**src/rtl/gf4096_pkg.sv**
```systemverilog
package gf4096_pkg;
  localparam int          DEF_SUB_W = 6;
  localparam logic [6:0]  DEF_SUB_POLY = 7'h43;
  localparam logic [5:0]  DEF_EXT_K = 6'h21;
  localparam logic [11:0] DEF_GEN_K = 12'hE01;

  typedef enum logic {
    MODE_MUL = 1'b0,
    MODE_GEN = 1'b1
  } op_mode_e;
endpackage

```
**src/rtl/gf_sub_mul.sv**
```systemverilog
module gf_sub_mul #(
  parameter int          W    = 6,
  parameter logic [W:0]  POLY = 7'h43
) (
  input  logic [W-1:0] a,
  input  logic [W-1:0] b,
  output logic [W-1:0] p
);
  logic [W-1:0] acc [0:W];
  logic [W-1:0] sh  [0:W-1];

  assign acc[0] = '0;
  assign sh[0]  = b;

  for (genvar i = 0; i < W; i++) begin : g_bit
    assign acc[i+1] = acc[i] ^ (a[i] ? sh[i] : '0);
    if (i < W - 1) begin : g_shift
      logic [W:0] shx;
      assign shx = {sh[i], 1'b0};
      assign sh[i+1] = shx[W] ? (shx[W-1:0] ^ POLY[W-1:0]) : shx[W-1:0];
    end
  end

  assign p = acc[W];
endmodule

```
**src/rtl/gf_tower_mul.sv**
```systemverilog
module gf_tower_mul #(
  parameter int               SUB_W    = 6,
  parameter logic [SUB_W:0]   SUB_POLY = 7'h43,
  parameter logic [SUB_W-1:0] EXT_K    = 6'h21,
  localparam int              W        = 2 * SUB_W
) (
  input  logic [W-1:0] a,
  input  logic [W-1:0] b,
  output logic [W-1:0] p
);
  logic [SUB_W-1:0] ah, al, bh, bl;
  logic [SUB_W-1:0] p_sum, p_lo, p_hi, p_ext;

  assign {ah, al} = a;
  assign {bh, bl} = b;

  gf_sub_mul #(.W(SUB_W), .POLY(SUB_POLY)) u_sum (
    .a(ah ^ al), .b(bh ^ bl), .p(p_sum));
  gf_sub_mul #(.W(SUB_W), .POLY(SUB_POLY)) u_lo (
    .a(al), .b(bl), .p(p_lo));
  gf_sub_mul #(.W(SUB_W), .POLY(SUB_POLY)) u_hi (
    .a(ah), .b(bh), .p(p_hi));
  gf_sub_mul #(.W(SUB_W), .POLY(SUB_POLY)) u_ext (
    .a(p_hi), .b(EXT_K), .p(p_ext));

  assign p = {p_sum ^ p_lo, p_ext ^ p_lo};
endmodule

```
**src/rtl/gf_out_stage.sv**
```systemverilog
module gf_out_stage #(
  parameter int W    = 12,
  parameter bit PIPE = 1'b1
) (
  input  logic         clk,
  input  logic         rst_n,
  input  logic         vld_i,
  input  logic [W-1:0] dat_i,
  output logic         vld_o,
  output logic [W-1:0] dat_o
);
  if (PIPE) begin : g_reg
    logic         vld_q, vld_d;
    logic [W-1:0] dat_q, dat_d;

    always_comb begin
      vld_d = vld_i;
      dat_d = vld_i ? dat_i : dat_q;
    end

    always_ff @(posedge clk or negedge rst_n) begin
      if (!rst_n) begin
        vld_q <= 1'b0;
        dat_q <= '0;
      end else begin
        vld_q <= vld_d;
        dat_q <= dat_d;
      end
    end

    assign vld_o = vld_q;
    assign dat_o = dat_q;
  end else begin : g_wire
    logic unused_clk;
    assign unused_clk = clk ^ rst_n;
    assign vld_o = vld_i;
    assign dat_o = dat_i;
  end
endmodule

```
**src/rtl/gf_rst_sync.sv**
```systemverilog
module gf_rst_sync (
  input  logic clk,
  input  logic rst_n,
  output logic rst_sync_n
);
  logic [1:0] sync_q;

  always_ff @(posedge clk or negedge rst_n) begin
    if (!rst_n) sync_q <= 2'b00;
    else        sync_q <= {sync_q[0], 1'b1};
  end

  assign rst_sync_n = sync_q[1];
endmodule

```
**src/rtl/gf4096_mul.sv**
```systemverilog
module gf4096_mul
  import gf4096_pkg::*;
#(
  parameter int                 SUB_W    = DEF_SUB_W,
  parameter logic [SUB_W:0]     SUB_POLY = DEF_SUB_POLY,
  parameter logic [SUB_W-1:0]   EXT_K    = DEF_EXT_K,
  parameter logic [2*SUB_W-1:0] GEN_K    = DEF_GEN_K,
  parameter bit                 PIPE     = 1'b1,
  localparam int                W        = 2 * SUB_W
) (
  input  logic         clk,
  input  logic         rst_n,
  input  logic         in_valid,
  input  logic         gen_mode,
  input  logic [W-1:0] op_a,
  input  logic [W-1:0] op_b,
  output logic         out_valid,
  output logic [W-1:0] result
);
  localparam logic [W-1:0] ONE = W'(1);

  op_mode_e     mode;
  logic         rst_q_n;
  logic [W-1:0] mul_b;
  logic [W-1:0] prod;
  logic [W-1:0] sel;

  assign mode = op_mode_e'(gen_mode);

  gf_rst_sync u_rst (
    .clk(clk), .rst_n(rst_n), .rst_sync_n(rst_q_n));

  always_comb begin
    mul_b = (mode == MODE_GEN) ? GEN_K : op_b;
  end

  gf_tower_mul #(.SUB_W(SUB_W), .SUB_POLY(SUB_POLY), .EXT_K(EXT_K)) u_core (
    .a(op_a), .b(mul_b), .p(prod));

  always_comb begin
    if (mode == MODE_GEN && op_a == '0) sel = ONE;
    else                                sel = prod;
  end

  gf_out_stage #(.W(W), .PIPE(PIPE)) u_out (
    .clk(clk), .rst_n(rst_q_n),
    .vld_i(in_valid), .dat_i(sel),
    .vld_o(out_valid), .dat_o(result));
endmodule

```
**config.mk**
```make
export PLATFORM = sky130hd
export DESIGN_NAME = gf4096_mul
export DESIGN_NICKNAME = d
export VERILOG_FILES = /design/src/rtl/gf4096_pkg.sv /design/src/rtl/gf_sub_mul.sv /design/src/rtl/gf_tower_mul.sv /design/src/rtl/gf_out_stage.sv /design/src/rtl/gf_rst_sync.sv /design/src/rtl/gf4096_mul.sv
export SDC_FILE = /design/constraint.sdc
export NUM_CORES = 1
export LEC_CHECK = 0
export ABC_CLOCK_PERIOD_IN_PS = 1400
export BUFFER_PORTS_ARGS = -buffer_cell sky130_fd_sc_hd__buf_2
export CAP_MARGIN = 5
export CELL_PAD_IN_SITES_DETAIL_PLACEMENT = 1
export CELL_PAD_IN_SITES_GLOBAL_PLACEMENT = 2
export CORE_ASPECT_RATIO = 1.5
export CORE_UTILIZATION = 38
export DETAILED_ROUTE_END_ITERATION = 8
export GPL_TIMING_DRIVEN = 0
export PLACE_DENSITY = 0.95
export SKIP_CTS_REPAIR_TIMING = 1
export SLEW_MARGIN = 20
export SYNTH_ARGS = -nofsm -noshare
export SYNTH_HDL_FRONTEND = slang
export SYNTH_HIERARCHICAL = 1
export SYNTH_SLANG_ARGS = --single-unit
```
**constraint.sdc**
```tcl
create_clock -name clk -period 1.4 [get_ports clk]
set_clock_uncertainty 0.1 [all_clocks]
set_input_delay 0.14 -clock clk [delete_from_list [all_inputs] [get_ports clk]]
set_output_delay 0.14 -clock clk [all_outputs]
set_load 0.01 [all_outputs]
```
=== Word level (Yosys, flattened, before mapping) ===
Cells that the tools add are included.

* Memory bits (read-only): 0
* Output and inout bits: 13
* RAM bits: 0
* Bits of input ports: 28
* Bits in registers: 15
* Word-level logic and storage cells: 85
* Bits in latches: 0
* Memories kept: 0

* Shift-type cells: 0
* Divide/modulo/power cells: 0
* Multiply operators: 0
* Reductions and logical operators: 2
* Mux-type cells: 41
* Add/subtract/negate cells: 0
* Bitwise logic cells: 39
* Eq/ne operators: 0
* Order comparisons: 0

{| class="wikitable"
|+ Operators by type and width
! cell !! number
|-
| $xor 6x6->6 || 20
|-
| $mux 6 || 19
|-
| $mux 2 || 16
|-
| $not 2->2 || 15
|-
| $mux 12 || 2
|-
| $logic_not 12->1 || 1
|-
| $xor 6x1->6 || 1
|-
| $xor 6x2->6 || 1
|-
| $xor 6x3->6 || 1
|-
| $xor 6x4->6 || 1
|-
| $mux 5 || 1
|-
| $mux 4 || 1
|-
| $mux 3 || 1
|-
| $logic_and 1x1->1 || 1
|-
| $mux 1 || 1
|}

=== Logic depth before layout (Yosys ltp) ===
Gate-level depths: netlist of run 1.

* Depth in word-level cells: 21
* Mapped depth: 18
* Mapped depth without buffers: 15

=== Cells and area by module ===
The synthesis of run 1 kept the hierarchy.

{| class="wikitable"
|+ Modules (own cells, without submodules)
! module !! area an instance (um^2) !! cells an instance !! seq. area each (um^2) !! instances
|-
| gf_sub_mul || 634.4 || 98 || 0.0 || 4
|-
| gf_out_stage || 509.2 || 26 || 325.3 || 1
|-
| gf4096_mul || 392.9 || 44 || 0.0 || 1
|-
| gf_tower_mul || 217.7 || 26 || 0.0 || 1
|-
| gf_rst_sync || 53.8 || 3 || 50.0 || 1
|}

=== Least setup slack after synthesis of run 1 ===
No wires, ideal clock.

* Path kind: input -> register
* Start: input port gen_mode
* End: register u_out.g_reg.dat_q[0], in the netlist u_out/dat_o[0]
* Stages on the path: 15
* Path buffers: 2
* Required time: 1.175 ns
* Setup time: 0.125 ns
* Arrival time: 2.750 ns
* Path slack: -1.575 ns
* Path through: clkbuf_1 or2_2 buf_6 xor2_2 nand2_1 xor2_1 xnor2_1 xnor2_1 nand2_1 xor2_1 xnor2_1 xnor2_1 xor2_1 a41o_1 mux2_4

* Cells in the longest elaborated chain, start to end: 17
* Elaborated cells on any way between the ends: 48
* Classes of those cells: mux (26); bitwise (21); reduce/logical (1)

{| class="wikitable"
|+ RTL lines
! what !! RTL line !! source
|-
| from (decl) || gf4096_mul.sv:14 || <nowiki>input logic gen_mode,</nowiki>
|-
| $mux 12 * || gf4096_mul.sv:34 || <nowiki>mul_b = (mode == MODE_GEN) ? GEN_K : op_b;</nowiki>
|-
| net mul_b[11] || gf4096_mul.sv:24 || <nowiki>logic [W-1:0] mul_b;</nowiki>
|-
| $mux 2 * || gf_sub_mul.sv:20 || <nowiki>assign sh[i+1] = shx[W] ? (shx[W-1:0] ^ POLY[W-1:0]) : shx[W-1:0];</nowiki>
|-
| $not 2->2 (no source line) || -- ||
|-
| $mux 2 || gf_sub_mul.sv:20 ||
|-
| $mux 6 || gf_sub_mul.sv:16 || <nowiki>assign acc[i+1] = acc[i] ^ (a[i] ? sh[i] : '0);</nowiki>
|-
| $xor 6x6->6 * (4 in series) || gf_sub_mul.sv:16 ||
|-
| net u_core.p_hi[1] || gf_tower_mul.sv:12 || <nowiki>logic [SUB_W-1:0] p_sum, p_lo, p_hi, p_ext;</nowiki>
|-
| (+3 left out) || -- ||
|-
| $xor 6x3->6 * || gf_sub_mul.sv:16 ||
|-
| $xor 6x4->6 * || gf_sub_mul.sv:16 ||
|-
| $xor 6x6->6 * || gf_sub_mul.sv:16 ||
|-
| net u_core.p_ext[0] || gf_tower_mul.sv:12 ||
|-
| $xor 6x6->6 * || gf_tower_mul.sv:26 || <nowiki>assign p = {p_sum ^ p_lo, p_ext ^ p_lo};</nowiki>
|-
| net prod[0] || gf4096_mul.sv:25 || <nowiki>logic [W-1:0] prod;</nowiki>
|-
| $mux 12 * || gf4096_mul.sv:41 || <nowiki>if (mode == MODE_GEN && op_a == '0) sel = ONE;</nowiki>
|-
| net sel[0] || gf4096_mul.sv:26 || <nowiki>logic [W-1:0] sel;</nowiki>
|-
| to (signal assigned) || gf_out_stage.sv:27 || <nowiki>dat_q <= dat_d;</nowiki>
|-
| to (decl) || gf_out_stage.sv:14 || <nowiki>logic [W-1:0] dat_q, dat_d;</nowiki>
|}

Mark *: on every way through the listed nets, which the timed path passes. The rest lies on a longest branch.
A chain may end at the register's enable or synchronous reset.

=== Final worst setup path of run 1 ===
* Start: input port gen_mode
* End: register u_out.g_reg.dat_q[1], in the netlist u_out/dat_o[1]

* Elaborated cells on any way between the ends: 49
* Classes of those cells: mux (24); bitwise (24); reduce/logical (1)

{| class="wikitable"
|+ RTL lines
! what !! RTL line
|-
| $mux 12 * || gf4096_mul.sv:34
|-
| net mul_b[9] || gf4096_mul.sv:24
|-
| $mux 2 * || gf_sub_mul.sv:20
|-
| $not 2->2 (no source line) || --
|-
| $mux 2 || gf_sub_mul.sv:20
|-
| $mux 6 || gf_sub_mul.sv:16
|-
| $xor 6x6->6 * || gf_sub_mul.sv:16
|-
| $mux 2 * || gf_sub_mul.sv:16
|-
| $xor 6x2->6 * || gf_sub_mul.sv:16
|-
| $xor 6x3->6 * || gf_sub_mul.sv:16
|-
| $xor 6x4->6 * || gf_sub_mul.sv:16
|-
| $xor 6x6->6 * || gf_sub_mul.sv:16
|-
| net u_core.p_ext[1] || gf_tower_mul.sv:12
|-
| $xor 6x6->6 * || gf_tower_mul.sv:26
|-
| net prod[1] || gf4096_mul.sv:25
|-
| $mux 12 * || gf4096_mul.sv:41
|-
| net sel[1] || gf4096_mul.sv:26
|}

Marks and branches as above.

==> flow_metrics.env, run 1 <==
export IMPL_status="finished with violations"
export IMPL_violations="negative setup slack"
export IMPL_grt_pass1_wl_um=16900
export IMPL_syn_inst=491
export IMPL_synth_edff_count=0
export IMPL_tightest_slew_ns=0.710
export IMPL_end_kind="flop"
export IMPL_drc=0
export IMPL_first_pass_iters=4
export IMPL_netlist_top_cells_count="104 x nand2_1, 88 x xnor2_1, 48 x xor2_1"
export IMPL_antenna_found_initial=0
export IMPL_yosysSeqAreaShare=0.101
export IMPL_swShare=0.418
export IMPL_fin_util=0.506
export IMPL_dr_total_vias=3552
export IMPL_min_period_over_period=2.04
export IMPL_synth_area_leaders="xnor2_1 21%, xor2_1 11%, nand2_1 11%"
export IMPL_cp_data_required_time_ns=1.42
export IMPL_power_net_switching_mw=2.49
export IMPL_dieArea_sq_mm=0.0102
export IMPL_cts_root_buf="clkbuf_16"
export IMPL_final_setup_tns_ns=-14.51
export IMPL_avgRoutedWirePerCell_um=15.6
export IMPL_die_h_um=123
export IMPL_die_w_um=82.7
export IMPL_setup_ws_ns=-1.46
export IMPL_synth_distinct_cells=37
export IMPL_seq_power_share=0.124
export IMPL_p_int_mw=3.47
export IMPL_clock_power_share=0.090
export IMPL_start_util=0.396
export IMPL_share_comb_of_total_power=0.786
export IMPL_rsz0062_at_grt="true"
export IMPL_num_io_pins=41
export IMPL_syn_area_sq_mm=0.00371
export IMPL_clkTransAtPathRegs_ns=0.04
export IMPL_hold_path_class="reg -> async"
export IMPL_yosysTopAreaCell="xnor2_1"
export IMPL_place_ws_ns=-1.89
export IMPL_design_core_area_sq_mm=0.00936
export IMPL_antenna_left=0
export IMPL_h_tree_depth=1
export IMPL_synth_warnings=6
export IMPL_setup_viol=12
export IMPL_slew_violations=0
export IMPL_grt_max_degree=14
export IMPL_grtUsageMet2=0.418
export IMPL_synth_top_cell_area_share=0.208
export IMPL_synthArstFlopShare=1.00
export IMPL_power_mw=5.96
export IMPL_clockBufferDepth=2
export IMPL_rows=43
export IMPL_dp_cells=661
export IMPL_drive_above_1_share=0.334
export IMPL_clk_latency_ns=0.24
export IMPL_grt_pass1_vias=3570
export IMPL_gr_usage_met3=0.00295
export IMPL_drt_initial_drc_count=121
export IMPL_fin_crit_ns=2.86
export IMPL_cts_tree="done"
export IMPL_fin_cells=698
export IMPL_reg2reg_from="u_out/dat_o[7]$_DFFE_PN0P_"
export IMPL_synth_most_common_cell="nand2_1"
export IMPL_slew_headroom=0.526
export IMPL_clock_fmax_ghz=0.350
export IMPL_cts_sinks=15
export IMPL_port_buffer_count=40
export IMPL_wirelength_um=10900
export IMPL_fin_nets=615
export IMPL_crit_type="in -> reg"
export IMPL_place_congestion=0.858
export IMPL_power_leakage_nw=2.12
export IMPL_gr_usage_met1=0.241
export IMPL_worstSetupStartpointType="input port"
export IMPL_cp_data_arrival_time_ns=2.88
export IMPL_peakVddDrop_mv=1.26
export IMPL_cts_buffers=3
export IMPL_cap_violations=0
export IMPL_synth_seq_cells=15
export IMPL_grt_total_usage=0.209
export IMPL_synthToLayoutAreaGrowth_pct=27.6
export IMPL_ys_flop_type="dfrtp_1"
export IMPL_syn_area_per_cell_sq_um=7.56
export IMPL_grt_ovfl_total=0
export IMPL_diodes=0
export IMPL_vias_per_cell=5.09
export IMPL_path_max_fanout=8
export IMPL_worstSetupStartpoint="gen_mode"
export IMPL_p_per_area_mw_per_mm2=1260
export IMPL_busiest_layer="met2"
export IMPL_dp_hpwl_um=8270
export IMPL_hold_violations=0
worst max-delay path, cell delays in order:
cell       delay [ns]
buf_8            0.10
clkbuf_16        0.15
or2_4            0.26
buf_8            0.13
mux2_4           0.30
a22oi_2          0.25
xnor2_2          0.12
xnor2_2          0.18
buf_6            0.15
buf_4            0.15
o211a_1          0.24
xnor2_2          0.17
xor2_1           0.15
inv_1            0.08
a41oi_2          0.04
mux2_4           0.27
area by class of cell:
cell class | count | area, sq um
timing repair buffer | 73 | 495
fill | 1192 | 4630
sequential | 15 | 375
inverter | 19 | 71.3
multi-input combinational | 433 | 3230
tap | 112 | 140
clock buffer | 4 | 78.8
buffer | 42 | 343
per-stage QoR:
stage                     hold slack (ns)  instance area [sq um]
after global routing                0.145                   4740
final                              0.0994                   4740
after detailed placement           -0.171                   4210
after CTS                          -0.427                   4280
after global placement             -0.176                   4210
after floorplan                    -0.256                   3860
kinds of logic (layout without fill, tap and decap cells):
logic type / count (synthesis) / after routing / share of synthesized area
AND/OR/NAND/NOR: 176 / 176 / 0.218
flip-flops: 15 / 15 / 0.101
AO/OA/AOI/OAI: 72 / 72 / 0.162
multiplexers: 24 / 24 / 0.0802
XOR/XNOR: 140 / 140 / 0.339
buffers and inverters: 61 / 138 / 0.0968
other: 3 / 21 / 0.00303
per-layer routing:
| layer | share of wire | vias up |
|---|---|---|
| li1 | - | 1750 |
| met2 | 0.57 | 56 |
| met4 | 0.011 | 0 |
| met1 | 0.40 | 1736 |
| met3 | 0.017 | 10 |
| met5 | 0 | - |
flip-flops by register name, indices dropped and copies added, names as in the netlist:
signal,flops
u_out/dat_o,12
u_rst/sync_q,2
u_out/vld_o,1
cell usage in the layout (no fill, tap or decap), types with 3 or more instances in the layout:
cell type,netlist,routed
or2_4,0,4
mux2_4,10,11
and2b_1,4,4
o21ai_1,12,12
nor2_1,28,26
nor2b_1,9,4
a211oi_2,4,4
o211ai_1,4,4
mux2_2,6,5
xor2_1,48,46
inv_2,4,4
buf_8,0,3
nand3_1,12,12
buf_4,4,34
a22oi_2,4,4
o22ai_1,4,3
a21oi_2,0,3
a22oi_1,4,4
nand2_1,104,100
clkbuf_16,0,4
o21ai_0,4,3
o211a_1,4,4
xnor2_2,0,8
nand2b_1,8,7
and2b_4,4,4
mux2i_1,8,8
conb_1,3,21
buf_2,26,59
a21oi_1,16,13
o221ai_1,4,4
xor2_2,4,4
inv_1,15,15
buf_6,11,14
a41oi_2,10,10
dfrtp_1,15,15
nor2b_2,0,4
xnor2_1,88,80
final timing paths:
path	to	slack, ns	cells past startpoint
max	u_out/dat_o[1]$_DFFE_PN0P_	-1.46	16
min in group clk	u_rst/sync_q[1]$_DFF_PN0_	0.25	0
min	u_out/dat_o[4]$_DFFE_PN0P_	0.1	0
min reg2reg	u_out/dat_o[4]$_DFFE_PN0P_	0.1	0
max reg2reg	u_out/dat_o[7]$_DFFE_PN0P_	0.52	1
max in group asynchronous	u_out/dat_o[5]$_DFFE_PN0P_	0.77	0
power by group through the flow:
stage | Clock (mW) | Combinational [mW] | Sequential, mW
2_1_floorplan | 0 | 3.21 | 0.818
3_3_place_gp | 0 | 4.00 | 0.736
3_5_place_dp | 0 | 4.11 | 0.748
4_1_cts | 0.545 | 4.12 | 0.747
5_1_grt | 0.563 | 5.12 | 0.773
6_report | 0.536 | 4.68 | 0.739
(Power assumes the default switching activity.)
==> run 2: changes to the inputs <==
--- a/config.mk
+++ b/config.mk
@@ -15,6 +15,7 @@
 export DETAILED_ROUTE_END_ITERATION = 8
 export GPL_TIMING_DRIVEN = 0
 export PLACE_DENSITY = 0.95
+export RECOVER_POWER = 25
 export SKIP_CTS_REPAIR_TIMING = 1
 export SLEW_MARGIN = 20
 export SYNTH_ARGS = -nofsm -noshare
==> run 2 against run 1 <==
The flow still finishes with violations (negative setup slack). Worst setup slack stayed put. First-iteration DRC count is the same. Sequential share of layout area about the same. Worst hold slack is the same. Clock-buffer cell count unchanged. Die area unchanged. Total power hardly changed. Core utilization hardly changed. Flip-flop and latch count did not move. Via count unchanged. Global-route usage is the same. Largest power group unchanged.
==> flow_metrics.env, run 2 (synthesized netlist as in run 1, its figures left out) <==
export IMPL_slew_violations=0
export IMPL_largest_reg_flops=12
export IMPL_place_congestion=0.858
export IMPL_final_setup_tns_ns=-14.51
export IMPL_r2r_end="u_out/dat_o[7]$_DFFE_PN0P_"
export IMPL_place_area_sq_mm=0.00421
export IMPL_grt_total_usage=0.209
export IMPL_power_leakage_nw=2.11
export IMPL_cts_root_buf="clkbuf_16"
export IMPL_synthToLayoutAreaGrowth_pct=27.6
export IMPL_start_util=0.396
export IMPL_wirelength_um=10900
export IMPL_cap_violations=0
export IMPL_reg2reg_from="u_out/dat_o[7]$_DFFE_PN0P_"
export IMPL_status="finished with violations"
export IMPL_fin_nets=615
export IMPL_p_per_area_mw_per_mm2=1260
export IMPL_grt_max_degree=14
export IMPL_grt_pass1_vias=3570
export IMPL_tightest_slew_ns=0.710
export IMPL_cts_buffers=3
export IMPL_rows=43
export IMPL_clockBufferDepth=2
export IMPL_p_int_mw=3.47
export IMPL_slew_headroom=0.526
export IMPL_dieArea_sq_mm=0.0102
export IMPL_clk_latency_ns=0.24
export IMPL_grt_pass1_wl_um=16900
export IMPL_reg2reg_setup_slack_ns=0.52
export IMPL_dr_total_vias=3552
export IMPL_die_w_um=82.7
export IMPL_layout_commonest_cell="nand2_1"
export IMPL_antenna_left=0
export IMPL_hold_violations=0
export IMPL_antenna_found_initial=0
export IMPL_crit_type="in -> reg"
export IMPL_drc=0
export IMPL_cts_sinks=15
export IMPL_num_io_pins=41
export IMPL_min_period_over_period=2.04
export IMPL_clock_fmax_ghz=0.350
export IMPL_share_comb_of_total_power=0.786
export IMPL_final_cell_area_sq_mm=0.00473
export IMPL_setup_viol=12
export IMPL_dp_hpwl_um=8270
export IMPL_clkTransAtPathRegs_ns=0.04
export IMPL_clock_power_share=0.090
export IMPL_first_pass_iters=4
export IMPL_diodes=0
export IMPL_drive_above_1_share=0.333
export IMPL_mostFrequentLayoutCells="100 x nand2_1, 80 x xnor2_1, 58 x buf_2"
export IMPL_vias_per_cell=5.09
export IMPL_worstSetupStartpointType="input port"
export IMPL_swShare=0.418
export IMPL_end_kind="flop"
export IMPL_grt_ovfl_total=0
export IMPL_avgRoutedWirePerCell_um=15.6
export IMPL_rr_worst_depth=1
export IMPL_port_buffer_count=40
export IMPL_cts_tree="done"
export IMPL_power_net_switching_mw=2.49
export IMPL_design_core_area_sq_mm=0.00936
export IMPL_violations="negative setup slack"
export IMPL_setup_ws_ns=-1.46
export IMPL_drt_initial_drc_count=121
export IMPL_die_h_um=123
export IMPL_peakVddDrop_mv=1.26
export IMPL_fin_crit_ns=2.86
export IMPL_seq_power_share=0.124
export IMPL_h_tree_depth=1
export IMPL_hold_path_class="reg -> async"
export IMPL_rsz0062_at_grt="true"
export IMPL_cp_data_arrival_time_ns=2.88
export IMPL_cp_data_required_time_ns=1.42
export IMPL_path_max_fanout=8
export IMPL_nFillCells=1193
[run 2: how the worst max path moves through the flow]
stage	start	end	slack (ns)	cells after the start
floorplan	gen_mode	u_out/dat_o[0]$_DFFE_PN0P_	-1.35	15
global placement	gen_mode	u_out/dat_o[2]$_DFFE_PN0P_	-1.83	17
detailed placement	gen_mode	u_out/dat_o[2]$_DFFE_PN0P_	-1.89	17
CTS	gen_mode	u_out/dat_o[2]$_DFFE_PN0P_	-1.64	17
global route	gen_mode	u_out/dat_o[2]$_DFFE_PN0P_	-1.62	17
finish	gen_mode	u_out/dat_o[1]$_DFFE_PN0P_	-1.46	16
[run 2: per-layer routing]
metal	share of wire	up-vias	global-route usage
met2	0.57	56	0.418
met1	0.40	1736	0.241
met5	0	-	0
met4	0.011	0	0.0323
li1	-	1750	-
met3	0.017	10	0.00295
[run 2: critical path: stages]
cell and delay, ns:
buf_8 0.10, clkbuf_16 0.15, or2_4 0.26, buf_8 0.13
mux2_4 0.30, a22oi_2 0.25, xnor2_2 0.12, xnor2_2 0.18
buf_6 0.15, buf_4 0.15, o211a_1 0.24, xnor2_2 0.17
xor2_1 0.15, inv_1 0.08, a41oi_2 0.04, mux2_4 0.27
[run 2: area by class of cell]
class | count | area [sq um] | share of cell area
Tap cell | 112 | 140 | 0.0296
Sequential cell | 15 | 375 | 0.0793
Inverter | 19 | 71.3 | 0.0151
Clock buffer | 4 | 78.8 | 0.0166
Timing Repair Buffer | 73 | 494 | 0.104
Buffer | 42 | 343 | 0.0724
Multi-Input combinational cell | 433 | 3230 | 0.683
[run 2: per-stage QoR]
| step | power (mW) | setup WS [ns] | utilization | hold WS, ns | std cells |
|---|---|---|---|---|---|
| after global routing | 6.46 | -1.62 | 0.506 | 0.154 | 698 |
| after global placement | 4.73 | -1.83 | 0.449 | -0.176 | 661 |
| final | 5.96 | -1.46 | 0.506 | 0.0994 | 698 |
| after CTS | 5.41 | -1.64 | 0.458 | -0.427 | 665 |
| after detailed placement | 4.86 | -1.89 | 0.449 | -0.171 | 661 |
| after floorplan | 4.03 | -1.35 | - | -0.256 | 509 |
[run 2: power by group through the flow]
stage                     clock network (mW)  registers, mW  logic (mW)
after CTS                              0.545          0.747        4.12
after detailed placement                   0          0.748        4.11
final                                  0.536          0.739        4.68
after global routing                   0.563          0.773        5.12
after floorplan                            0          0.818        3.21
after global placement                     0          0.736        4.00
==> run 3: changes to the inputs <==
--- a/config.mk
+++ b/config.mk
@@ -5,18 +5,17 @@
 export SDC_FILE = /design/constraint.sdc
 export NUM_CORES = 1
 export LEC_CHECK = 0
-export ABC_CLOCK_PERIOD_IN_PS = 1400
+export ABC_CLOCK_PERIOD_IN_PS = 2900
 export BUFFER_PORTS_ARGS = -buffer_cell sky130_fd_sc_hd__buf_2
 export CAP_MARGIN = 5
 export CELL_PAD_IN_SITES_DETAIL_PLACEMENT = 1
 export CELL_PAD_IN_SITES_GLOBAL_PLACEMENT = 2
 export CORE_ASPECT_RATIO = 1.5
-export CORE_UTILIZATION = 38
+export CORE_UTILIZATION = 35
 export DETAILED_ROUTE_END_ITERATION = 8
 export GPL_TIMING_DRIVEN = 0
-export PLACE_DENSITY = 0.95
+export PLACE_DENSITY_LB_ADDON = 0.1
 export RECOVER_POWER = 25
-export SKIP_CTS_REPAIR_TIMING = 1
 export SLEW_MARGIN = 20
 export SYNTH_ARGS = -nofsm -noshare
 export SYNTH_HDL_FRONTEND = slang
==> constraint.sdc (replaced) <==
create_clock -name clk -period 2.9 [get_ports clk]
set_clock_uncertainty 0.1 [all_clocks]
set_input_delay 0.29 -clock clk [delete_from_list [all_inputs] [get_ports clk]]
set_output_delay 0.29 -clock clk [all_outputs]
set_load 0.01 [all_outputs]
==> run 3 against run 2 <==
Core utilization down 6.3 points. Die area up 8.4%. Worst hold slack about the same. Register-to-register slack better by 1.5 ns. Highest routed layer unchanged. Total power down 54%. Worst setup slack better by 1.6 ns. The flow now finishes without violations. Combinational power down 54%.
==> flow_metrics.env, run 3 (synthesized netlist as in run 1, its figures left out) <==
export IMPL_cp_data_required_time_ns=2.93
export IMPL_worstSetupStartpointType="input port"
export IMPL_die_h_um=128
export IMPL_slew_violations=0
export IMPL_cap_violations=0
export IMPL_port_buffer_count=40
export IMPL_hold_path_class="reg -> async"
export IMPL_rows=45
export IMPL_drive_above_1_share=0.286
export IMPL_cts_tree="done"
export IMPL_dr_total_vias=3393
export IMPL_start_util=0.364
export IMPL_grt_pass1_wl_um=16800
export IMPL_fin_util=0.443
export IMPL_h_tree_depth=1
export IMPL_avgRoutedWirePerCell_um=14.4
export IMPL_dp_hpwl_um=8280
export IMPL_design_core_area_sq_mm=0.0102
export IMPL_slew_headroom=0.525
export IMPL_crit_type="in -> reg"
export IMPL_cts_root_buf="clkbuf_16"
export IMPL_clock_fmax_ghz=0.358
export IMPL_layout_commonest_cell="nand2_1"
export IMPL_num_io_pins=41
export IMPL_largest_reg_flops=12
export IMPL_status="completed"
export IMPL_clk_latency_ns=0.25
export IMPL_peakVddDrop_mv=0.187
export IMPL_mostFrequentLayoutCells="104 x nand2_1, 81 x xnor2_1, 57 x buf_2"
export IMPL_rsz0062_at_grt="true"
export IMPL_dieArea_sq_mm=0.0110
export IMPL_cts_buffers=3
export IMPL_fin_crit_ns=2.80
export IMPL_end_kind="flop"
export IMPL_drc=0
export IMPL_clockBufferDepth=2
export IMPL_drt_initial_drc_count=101
export IMPL_place_congestion=0.783
export IMPL_tightest_slew_ns=0.711
export IMPL_grt_max_degree=14
export IMPL_cp_data_arrival_time_ns=2.82
export IMPL_path_max_fanout=13
export IMPL_min_period_over_period=0.964
export IMPL_power_mw=2.76
export IMPL_grt_total_usage=0.191
export IMPL_grt_ovfl_total=0
export IMPL_synthToLayoutAreaGrowth_pct=21.6
export IMPL_cts_sinks=15
export IMPL_power_leakage_nw=1.99
export IMPL_final_cell_area_sq_mm=0.00451
export IMPL_antenna_left=0
export IMPL_wirelength_um=10200
export IMPL_fin_nets=599
export IMPL_setup_viol=0
export IMPL_first_pass_iters=4
export IMPL_hold_violations=0
export IMPL_p_per_area_mw_per_mm2=611
export IMPL_diodes=0
export IMPL_die_w_um=86.1
export IMPL_grt_pass1_vias=3353
export IMPL_clkTransAtPathRegs_ns=0.05
export IMPL_vias_per_cell=4.77
export IMPL_place_area_sq_mm=0.00419
export IMPL_antenna_found_initial=0
==> run 3: timing repair <==
item	CTS	global route
hold buffers	1	0
resized for setup	14	7
setup buffers	8	9
pin swaps	7	14
setup endpoints to repair	10	9
hold endpoints to repair	2	0
==> run 3: path summary, 6_finish.rpt <==
check                           cells past startpoint                   startpoint  slack, ns                           to
worst max-delay path                               16                     gen_mode       0.10   u_out/dat_o[1]$_DFFE_PN0P_
worst min-delay path                                0    u_rst/sync_q[1]$_DFF_PN0_        0.1   u_out/dat_o[0]$_DFFE_PN0P_
worst max register to register                      1  u_out/dat_o[10]$_DFFE_PN0P_       2.03  u_out/dat_o[10]$_DFFE_PN0P_
worst min register to register                      0    u_rst/sync_q[1]$_DFF_PN0_        0.1   u_out/dat_o[0]$_DFFE_PN0P_
max in group asynchronous                           0    u_rst/sync_q[1]$_DFF_PN0_       2.27   u_out/dat_o[1]$_DFFE_PN0P_
min in group clk                                    1                     in_valid       0.14        u_out/vld_o$_DFF_PN0_
==> run 3: per-stage QoR <==
stage,hold WS (ns),setup TNS (ns),setup WS (ns),cells
finish,0.0996,0,0.104,711
floorplan,-0.106,-0.00545,-0.00545,509
CTS,0.114,0,0.0150,702
detailed placement,-0.0227,-4.72,-0.790,690
global placement,-0.0265,-4.05,-0.691,690
global route,0.150,-0.103,-0.0663,711
==> run 3: layout make-up <==
type / instances / area [sq um]
Clock buffer: 4 / 78.8
Sequential cell: 15 / 375
Buffer: 41 / 310
Multi-Input combinational cell: 433 / 3130
Timing Repair Buffer: 58 / 367
Inverter: 19 / 71.3
Tap cell: 141 / 176
Fill cell: 1299 / 5680
==> run 3: where the power goes <==
part / internal [mW] / switching [mW] / leakage, nW
Clock: 0.186 / 0.0803 / 0.0382
Sequential: 0.305 / 0.0475 / 0.175
Combinational: 1.11 / 1.03 / 1.77
==> run 3: critical path: stages <==
cell     delay (ns)
buf_6          0.13
or2_4          0.24
buf_6          0.15
xor2_4         0.18
nand2_1        0.10
xor2_1         0.18
xnor2_1        0.19
xnor2_1        0.09
buf_4          0.16
buf_4          0.15
o211a_1        0.25
xnor2_2        0.18
xor2_1         0.15
inv_1          0.08
a41oi_2        0.04
mux2_4         0.27
==> run 3: per-layer routing <==
| metal | vias to the layer above | track usage | routed length, um |
|---|---|---|---|
| li1 | 1725 | - | - |
| met1 | 1604 | 0.232 | 4460 |
| met2 | 58 | 0.369 | 5500 |
| met3 | 6 | 0.00386 | 176 |
| met4 | 0 | 0.0392 | 112 |
| met5 | - | 0 | 0 |
